$ cat src/rtl/seg_priv_pkg.sv
package seg_priv_pkg;

    localparam int TYPE_W = 4;

    typedef enum logic [1:0] {
        OP_DATA   = 2'b00,
        OP_DIRECT = 2'b01,
        OP_GATE   = 2'b10,
        OP_RSVD   = 2'b11
    } seg_op_e;

    typedef enum logic [1:0] {
        GK_NONE = 2'b00,
        GK_16   = 2'b01,
        GK_32   = 2'b10
    } gate_kind_e;

    typedef enum logic {
        ST_IDLE   = 1'b0,
        ST_REPORT = 1'b1
    } chk_state_e;

endpackage

$ cat src/rtl/spc_rule_eval.sv
module spc_rule_eval
    import seg_priv_pkg::*;
#(
    parameter int PL_W = 2
) (
    input  seg_op_e         op,
    input  logic [PL_W-1:0] cur_pl,
    input  logic [PL_W-1:0] eff_in,
    input  logic            present,
    input  logic            s_flag,
    input  logic            code_seg,
    input  logic            conf,
    input  logic [PL_W-1:0] dpl,
    input  logic            call_gate,
    input  logic            rsvd_type,
    output logic            ok,
    output logic [PL_W-1:0] eff_out
);
    always_comb begin
        ok      = 1'b0;
        eff_out = eff_in;
        case (op)
            OP_DATA:   ok = s_flag && present && (dpl >= eff_in);
            OP_DIRECT: begin
                eff_out = cur_pl;
                ok = s_flag && present && code_seg &&
                     (conf ? (dpl <= cur_pl) : (dpl == cur_pl));
            end
            OP_GATE:   ok = !s_flag && call_gate && !rsvd_type && present &&
                            (eff_in <= dpl);
            default:   ok = 1'b0;
        endcase
    end
endmodule

$ cat config.mk
export PLATFORM = sky130hd
export DESIGN_NAME = spc_rule_eval
export DESIGN_NICKNAME = d
export VERILOG_FILES = /design/src/rtl/seg_priv_pkg.sv /design/src/rtl/spc_rule_eval.sv
export SDC_FILE = /design/constraint.sdc
export NUM_CORES = 1
export LEC_CHECK = 0
export BUFFER_PORTS_ARGS = -buffer_cell sky130_fd_sc_hd__buf_2
export CAP_MARGIN = 20
export CORE_AREA = 2 2 39 41
export DETAILED_ROUTE_END_ITERATION = 7
export DIE_AREA = 0 0 41 43
export PLACE_DENSITY = 0.41
export SYNTH_ARGS = -nofsm -noshare
export SYNTH_HDL_FRONTEND = slang
export SYNTH_SLANG_ARGS = --single-unit
$ cat constraint.sdc
create_clock -name vclk -period 1.3
set_input_delay 0.26 -clock vclk [all_inputs]
set_output_delay 0.26 -clock vclk [all_outputs]
set_load 0.005 [all_outputs]
# [After elaboration in Yosys (flattened, before gate mapping)]
# Cells that the tools add are included.
[op_classes] bitwise_logic=0 order_cmp=3 multipliers=0 eq_ne=3 n_addsub=0 n_div=0 shifts=0 n_reduce_logical=11 n_mux=3
[ops] operator="$logic_and 1x1->1" n=8
[ops] operator="$le 2x2->1" n=2
[ops] operator="$pmux 1 s3" n=1
[ops] operator="$eq 2x1->1 const B" n=1
[ops] operator="$eq 2x2->1" n=1
[ops] operator="$eq 2x2->1 const B" n=1
[ops] operator="$ge 2x2->1" n=1
[ops] operator="$logic_not 1->1" n=2
[ops] operator="$logic_not 2->1" n=1
[ops] operator="$mux 2" n=1
[ops] operator="$mux 1" n=1
[word_totals] mem_bits_rw=0 inputBits=14 output_inout_bits=3 word_cells=20 memories=0 mem_bits_ro=0 register_bits=0 latchBits=0

# [Depth between registers and ports, before layout]
# Gate-level depths: netlist of the first run.
[depth] depth_word=6 mapped_depth=5

# [Worst setup path before layout of the first run]
# Ideal clock, no wire load.
[synth_timing] path_kind="input port to output port" startpoint="input dpl[1]" endpoint="output ok" cell_stages=5 arrival_ps=936 path_slack_ps=104 cell_sequence="inv_1 > ha_1 > nor2b_1 > a2bb2oi_1 > o22ai_1"
[synth_between] elab_chain_len=4
[synth_rtl] element="from (decl)" line="spc_rule_eval.sv:13" source="input logic [PL_W-1:0] dpl,"
[synth_rtl] element="$le 2x2->1 or $eq 2x2->1 (tied branches)" line="spc_rule_eval.sv:27" source="(conf ? (dpl <= cur_pl) : (dpl == cur_pl));"
[synth_rtl] element="$mux 1" line="spc_rule_eval.sv:27"
[synth_rtl] element="$logic_and 1x1->1" line="spc_rule_eval.sv:26" source="ok = s_flag && present && code_seg &&"
[synth_rtl] element="$pmux 1 s3 (*)" line="spc_rule_eval.sv:22" source="case (op)"
[synth_rtl] element="to (decl)" line="spc_rule_eval.sv:16" source="output logic ok,"
# Mark *: on every way between the ends. The rest lies on a longest branch, timed or not.

# [Worst setup path after layout of the first run]
# Same ends and word-level chain as after synthesis.

==> summary.md, run 1 <==
| Metric | Value |
|---|---|
| DR WL/cell | `8.33 um` |
| Seq_cells | `0` |
| CTS Hold Bufs | `0` |
| Top-area cell type share of the netlist area | `0.276` |
| Via Count | `219` |
| Largest net degree at the start of global routing | `5` |
| Mean Syn Cell Area | `7.89 um2` |
| Overall Global Routing Usage | `0.0649` |
| Maximum fanout along the worst path | `2` |
| Rows | `14` |
| Fin. Hold Viols | `0` |
| Layout cells sized above 1 | `0.659` |
| Cells after synthesis | `23` |
| Final net count | `61` |
| Critical-path cell list | `buf_8 -> ha_4 -> nand2b_4 -> a32oi_2 -> o22ai_1 -> buf_2` |
| Die footprint | `1760 um2` |
| Yosys warnings | `0` |
| Crit. End Element | `output port` |
| Area delta synth->final | `105%` |
| RSZ-0062 raised after global routing | `true` |
| Total power | `0.000109 W` |
| Slew margin rel. | `0.901` |
| Dpl cells | `57` |
| Register area | `0 um2` |
| Drc violations | `0` |
| Initial DRC count | `0` |
| Post-Layout Cell Count | `57` |
| CP startpoint kind | `input port` |
| Critical Path AT | `1100 ps` |
| Slowest stage cell, crit path | `ha_4` |
| Final-layout clock buffer total | `0` |
| Post-CTS Setup Bufs | `0` |
| Top Ports | `17` |
| First-pass iteration count of the detailed router | `1` |
| IO Port Bufs | `17` |
| Synth cell types | `15` |
| Vias in the first global route | `225` |
| DRT Wirelength | `475 um` |
| Synthesized Nets | `41` |
| Leak | `0.189 nW` |
| Actual slew at the worst max-slew pin | `148 ps` |
| Die W | `41 um` |
| Ant. Diodes | `0` |
| Synth top area cells | `ha_1, inv_1, and2b_1` |
| FILL cells | `153` |
| Die Span Y | `43 um` |
| Synth Cell Area | `181 um2` |
| Core Area | `1380 um2` |
| Hold Path Class | `in2out` |
| Post-DRT Antenna Nets | `0` |
| Worst vdd ir | `0.0000641 V` |
| Pwr Density | `294 nW/um2` |
| Max Clock Freq | `734 MHz` |
| Max-cap violations | `0` |
| Area leader, netlist | `ha_1` |
| Outcome | `finished with violations` |
| Sequential share of the synthesized area | `0` |
| CP required | `1040 ps` |
| Slew Limit Fails | `0` |
| Grt ovf | `0` |
| Placer Congestion | `0.627` |
| Crit path kind | `in2out` |
| Max stage delay on crit path | `280 ps` |
| Final WS setup | `-62.9 ps` |
| Avg Vias per Cell | `3.84` |
| Antenna violations before repair | `0` |
| Final setup fails | `1` |
| Initial core utilization | `0.131` |
| First-pass GRT wire length | `855 um` |
| Fin crit period | `1360 ps` |
| Period utilization | `1.05` |
| Failing checks | `setup timing` |
## cell usage in the layout, fill, tap and decap left out, drive strengths merged
| cell | instances |
|---|---|
| buf | 18 |
| inv | 5 |
| ha | 4 |
| a2bb2oi | 1 |
| and2b | 2 |
| nand4 | 1 |
| nand2 | 1 |
| and4bb | 1 |
| a32oi | 1 |
| mux2 | 1 |
| o21ai | 2 |
| nor2b | 2 |
| o22ai | 1 |
| nand2b | 1 |
## final cells by class
class                           count  area (um2)  area share
Inverter                            5        23.8      0.0640
Multi-Input combinational cell     18         203       0.545
Tap cell                           16        20.0      0.0539
Timing Repair Buffer               18         125       0.337
## synth_stat cells
cell / instances
a32oi_1: 1
nor2b_4: 1
mux2_4: 1
inv_1: 5
o22ai_1: 1
o21ai_1: 1
nand4_1: 1
o21ai_0: 1
a2bb2oi_1: 1
ha_1: 4
nand2_1: 1
and2b_1: 2
and4bb_1: 1
nand2b_1: 1
nor2b_1: 1
## per-stage QoR
| stage | util | area, um2 | setup TNS [ps] | hold slack [ps] | worst slack (ps) |
|---|---|---|---|---|---|
| finish | 0.269 | 372 | -62.9 | 815 | -62.9 |
| global route | 0.269 | 372 | -135 | 829 | -135 |
| CTS | 0.249 | 344 | -65.6 | 810 | -65.6 |
| detailed placement | 0.212 | 294 | -137 | 829 | -137 |
| global placement | 0.212 | 294 | -132 | 831 | -132 |
| floorplan | - | 181 | 0 | 624 | 104 |
## worst max-delay path: cells and delay by family
family	cells	cell delay, ps
buffers and inverters	2	230
and+or+nand+nor	1	50
AOI/OAI and AO/OA	2	280
adders and majority gates	1	280
## per-layer routing
| layer | up-vias | wire length (um) | global-route usage | share of wire |
|---|---|---|---|---|
| met2 | 5 | 252 | 0.113 | 0.53 |
| met4 | 0 | 0 | 0 | 0 |
| met3 | 0 | 30 | 0.00524 | 0.063 |
| met5 | - | 0 | 0 | 0 |
| li1 | 118 | - | - | - |
| met1 | 96 | 191 | 0.0886 | 0.40 |
## cells by family (layout without fill, tap and decap cells)
group	Yosys count	after routing	synth area share
AOI/OAI and AO/OA	5	5	0.186
and+or+nand+nor	8	8	0.352
buffers and inverters	5	23	0.103
muxes	1	1	0.0827
adders and majority gates	4	4	0.276
## path summary, 6_finish.rpt
check | cells after the start | end | start | slack, ps
setup / recovery | 6 | ok | dpl[1] | -60
hold / removal | 3 | eff_out[1] | cur_pl[1] | 820
## power breakdown
group | leakage, nW | total, W | internal [W] | switching, W
Sequential | 0 | 0 | 0 | 0
Combinational | 0.189 | 0.000109 | 0.0000691 | 0.0000401
Clock | 0 | 0 | 0 | 0
## repair_timing
item	4_1_cts	5_1_grt
endpoints found under the setup margin	1	1
cloned	0	0
pin swaps	5	3
gates resized for setup	10	6
No activity file was read; power rests on OpenSTA's default activity.
==> inputs of run 2 (changes only) <==
Settings changed: BUFFER_PORTS_ARGS -buffer_cell sky130_fd_sc_hd__buf_2 to default, DONT_BUFFER_PORTS from default to 1, PLACE_DENSITY 0.41 to 0.3.
==> run 2 against run 1 <==
Compared with the run above: the run now ends clean; sequential share of layout area stayed put; via count shrank 27%; global-route usage decreased by 1.4 points; combinational power is 52% lower; fmax grew 8.8%; critical path type unchanged; total power down 52%; worst hold slack worse by 170 ps; sequential cell count stayed put; routed wire length fell by 7.2%; worst setup slack improved by 110 ps; largest cell class unchanged; core utilization fell by 11 points.
==> summary.md, run 2 (synthesis gave the netlist of run 1 again) <==
| Metric | Value |
|---|---|
| Outcome | `finished clean (was finished with violations)` |
| Initial DRC count | `0 (unchanged)` |
| Largest net degree at the start of global routing | `5 (unchanged)` |
| Actual slew at the worst max-slew pin | `226 ps (was 148 ps)` |
| Slowest stage cell, crit path | `ha_1 (was ha_4)` |
| Die Span Y | `43 um (unchanged)` |
| Final-layout clock buffer total | `0 (unchanged)` |
| Max-cap violations | `0 (unchanged)` |
| Core Area | `1380 um2 (unchanged)` |
| Die footprint | `1760 um2 (unchanged)` |
| Avg Vias per Cell | `4.10 (was 3.84)` |
| CP startpoint kind | `input port (unchanged)` |
| Via Count | `160 (was 219)` |
| Final net count | `43 (was 61)` |
| Crit path kind | `in2out (unchanged)` |
| Ant. Diodes | `0 (unchanged)` |
| Post-CTS Setup Bufs | `0 (unchanged)` |
| Post-DRT Antenna Nets | `0 (unchanged)` |
| CP Buf/Inv Count | `1 (was 2)` |
| IO Port Bufs | `0 (was 17)` |
| First-pass GRT wire length | `662 um (was 855 um)` |
| Post-Layout Cell Count | `39 (was 57)` |
| Dpl cells | `39 (was 57)` |
| Maximum fanout along the worst path | `2 (unchanged)` |
| Slew margin rel. | `0.847 (was 0.901)` |
| Max stage delay on crit path | `280 ps (about the same)` |
| Pwr Density | `237 nW/um2 (was 294 nW/um2)` |
| First-pass iteration count of the detailed router | `1 (unchanged)` |
| Max Clock Freq | `798 MHz (was 734 MHz)` |
| Layout cells sized above 1 | `0.174 (was 0.659)` |
| Total Neg Setup Slack | `0 ps (was -62.9 ps)` |
| Grt ovf | `0 (unchanged)` |
| Initial core utilization | `0.131 (unchanged)` |
| Leak | `0.104 nW (was 0.189 nW)` |
| Period utilization | `0.964 (was 1.05)` |
| Critical Path AT | `990 ps (was 1100 ps)` |
| Crit. Startpoint | `dpl[1] (unchanged)` |
| Top Ports | `17 (unchanged)` |
| RSZ-0062 raised after global routing | `false (was true)` |
| Drc violations | `0 (unchanged)` |
| Hold Path Class | `in2out (unchanged)` |
| Critical-path cell list | `inv_1 -> ha_1 -> nor2b_1 -> a2bb2oi_1 -> o22ai_2 (was buf_8 -> ha_4 -> nand2b_4 -> a32oi_2 -> o22ai_1 -> buf_2)` |
| Most frequent cells in the layout | `inv_1, ha_1, and2b_1` |
| Worst vdd ir | `0.0000395 V (was 0.0000641 V)` |
| Overall Global Routing Usage | `0.0509 (was 0.0649)` |
| Fin crit period | `1250 ps (was 1360 ps)` |
| Placer Congestion | `0.629 (was 0.627)` |
| DRT Wirelength | `441 um (was 475 um)` |
| CP required | `1040 ps (about the same)` |
| Seq_cells | `0 (unchanged)` |
| Vias in the first global route | `162 (was 225)` |
| Hold wc startpoint | `cur_pl[0] (was cur_pl[1])` |
| DR WL/cell | `11.3 um (was 8.33 um)` |
| Most common cell after layout, fill and taps aside | `inv_1 (was buf_2)` |
| Rows | `14 (unchanged)` |
| Post-cts sizing count | `0 (was 10)` |
| Top delay family on crit path | `compound AO/OA/AOI/OAI gates (was adder cells)` |
| Final setup fails | `0 (was 1)` |
| Area delta synth->final | `21.4% (was 105%)` |
| FILL cells | `161 (was 153)` |
| Slew Limit Fails | `0 (unchanged)` |
| Antenna violations before repair | `0 (unchanged)` |
| Die W | `41 um (unchanged)` |
| Fin. Hold Viols | `0 (unchanged)` |
| Crit. End Element | `output port (unchanged)` |
| Register area | `0 um2 (unchanged)` |
| CTS Hold Bufs | `0 (unchanged)` |
-- run 2: cell type report --
cell class | count | area [um2] | area share
multi-input cells | 18 | 181 | 0.824
well taps | 16 | 20.0 | 0.0909
inverters | 5 | 18.8 | 0.0852
-- run 2: path summary, 6_finish.rpt --
| check | end | cells after the start |
|---|---|---|
| min | eff_out[0] | 2 |
| max | ok | 5 |
-- run 2: power breakdown --
part           switching [W]  internal [W]
combinational      0.0000225     0.0000297
clock                      0             0
sequential                 0             0
total              0.0000225     0.0000297
-- run 2: per-layer routing --
| layer | GRT usage | vias up | share of wire |
|---|---|---|---|
| met5 | 0 | - | 0 |
| met3 | 0 | 0 | 0.032 |
| li1 | - | 82 | - |
| met4 | 0 | 0 | 0 |
| met1 | 0.0538 | 75 | 0.33 |
| met2 | 0.106 | 3 | 0.64 |
-- run 2: per-stage QoR --
stage / hold WS (ps) / power, W / utilization / setup WS (ps) / cell area [um2]
final: 642 / 0.0000522 / 0.159 / 46.9 / 220
after global routing: 648 / 0.0000589 / 0.159 / 6.15 / 220
after CTS: 645 / 0.0000484 / 0.146 / 15.9 / 201
after detailed placement: 645 / 0.0000480 / 0.146 / 19.1 / 201
after global placement: 646 / 0.0000462 / 0.146 / 28.1 / 201
after floorplan: 624 / 0.0000399 / - / 104 / 181
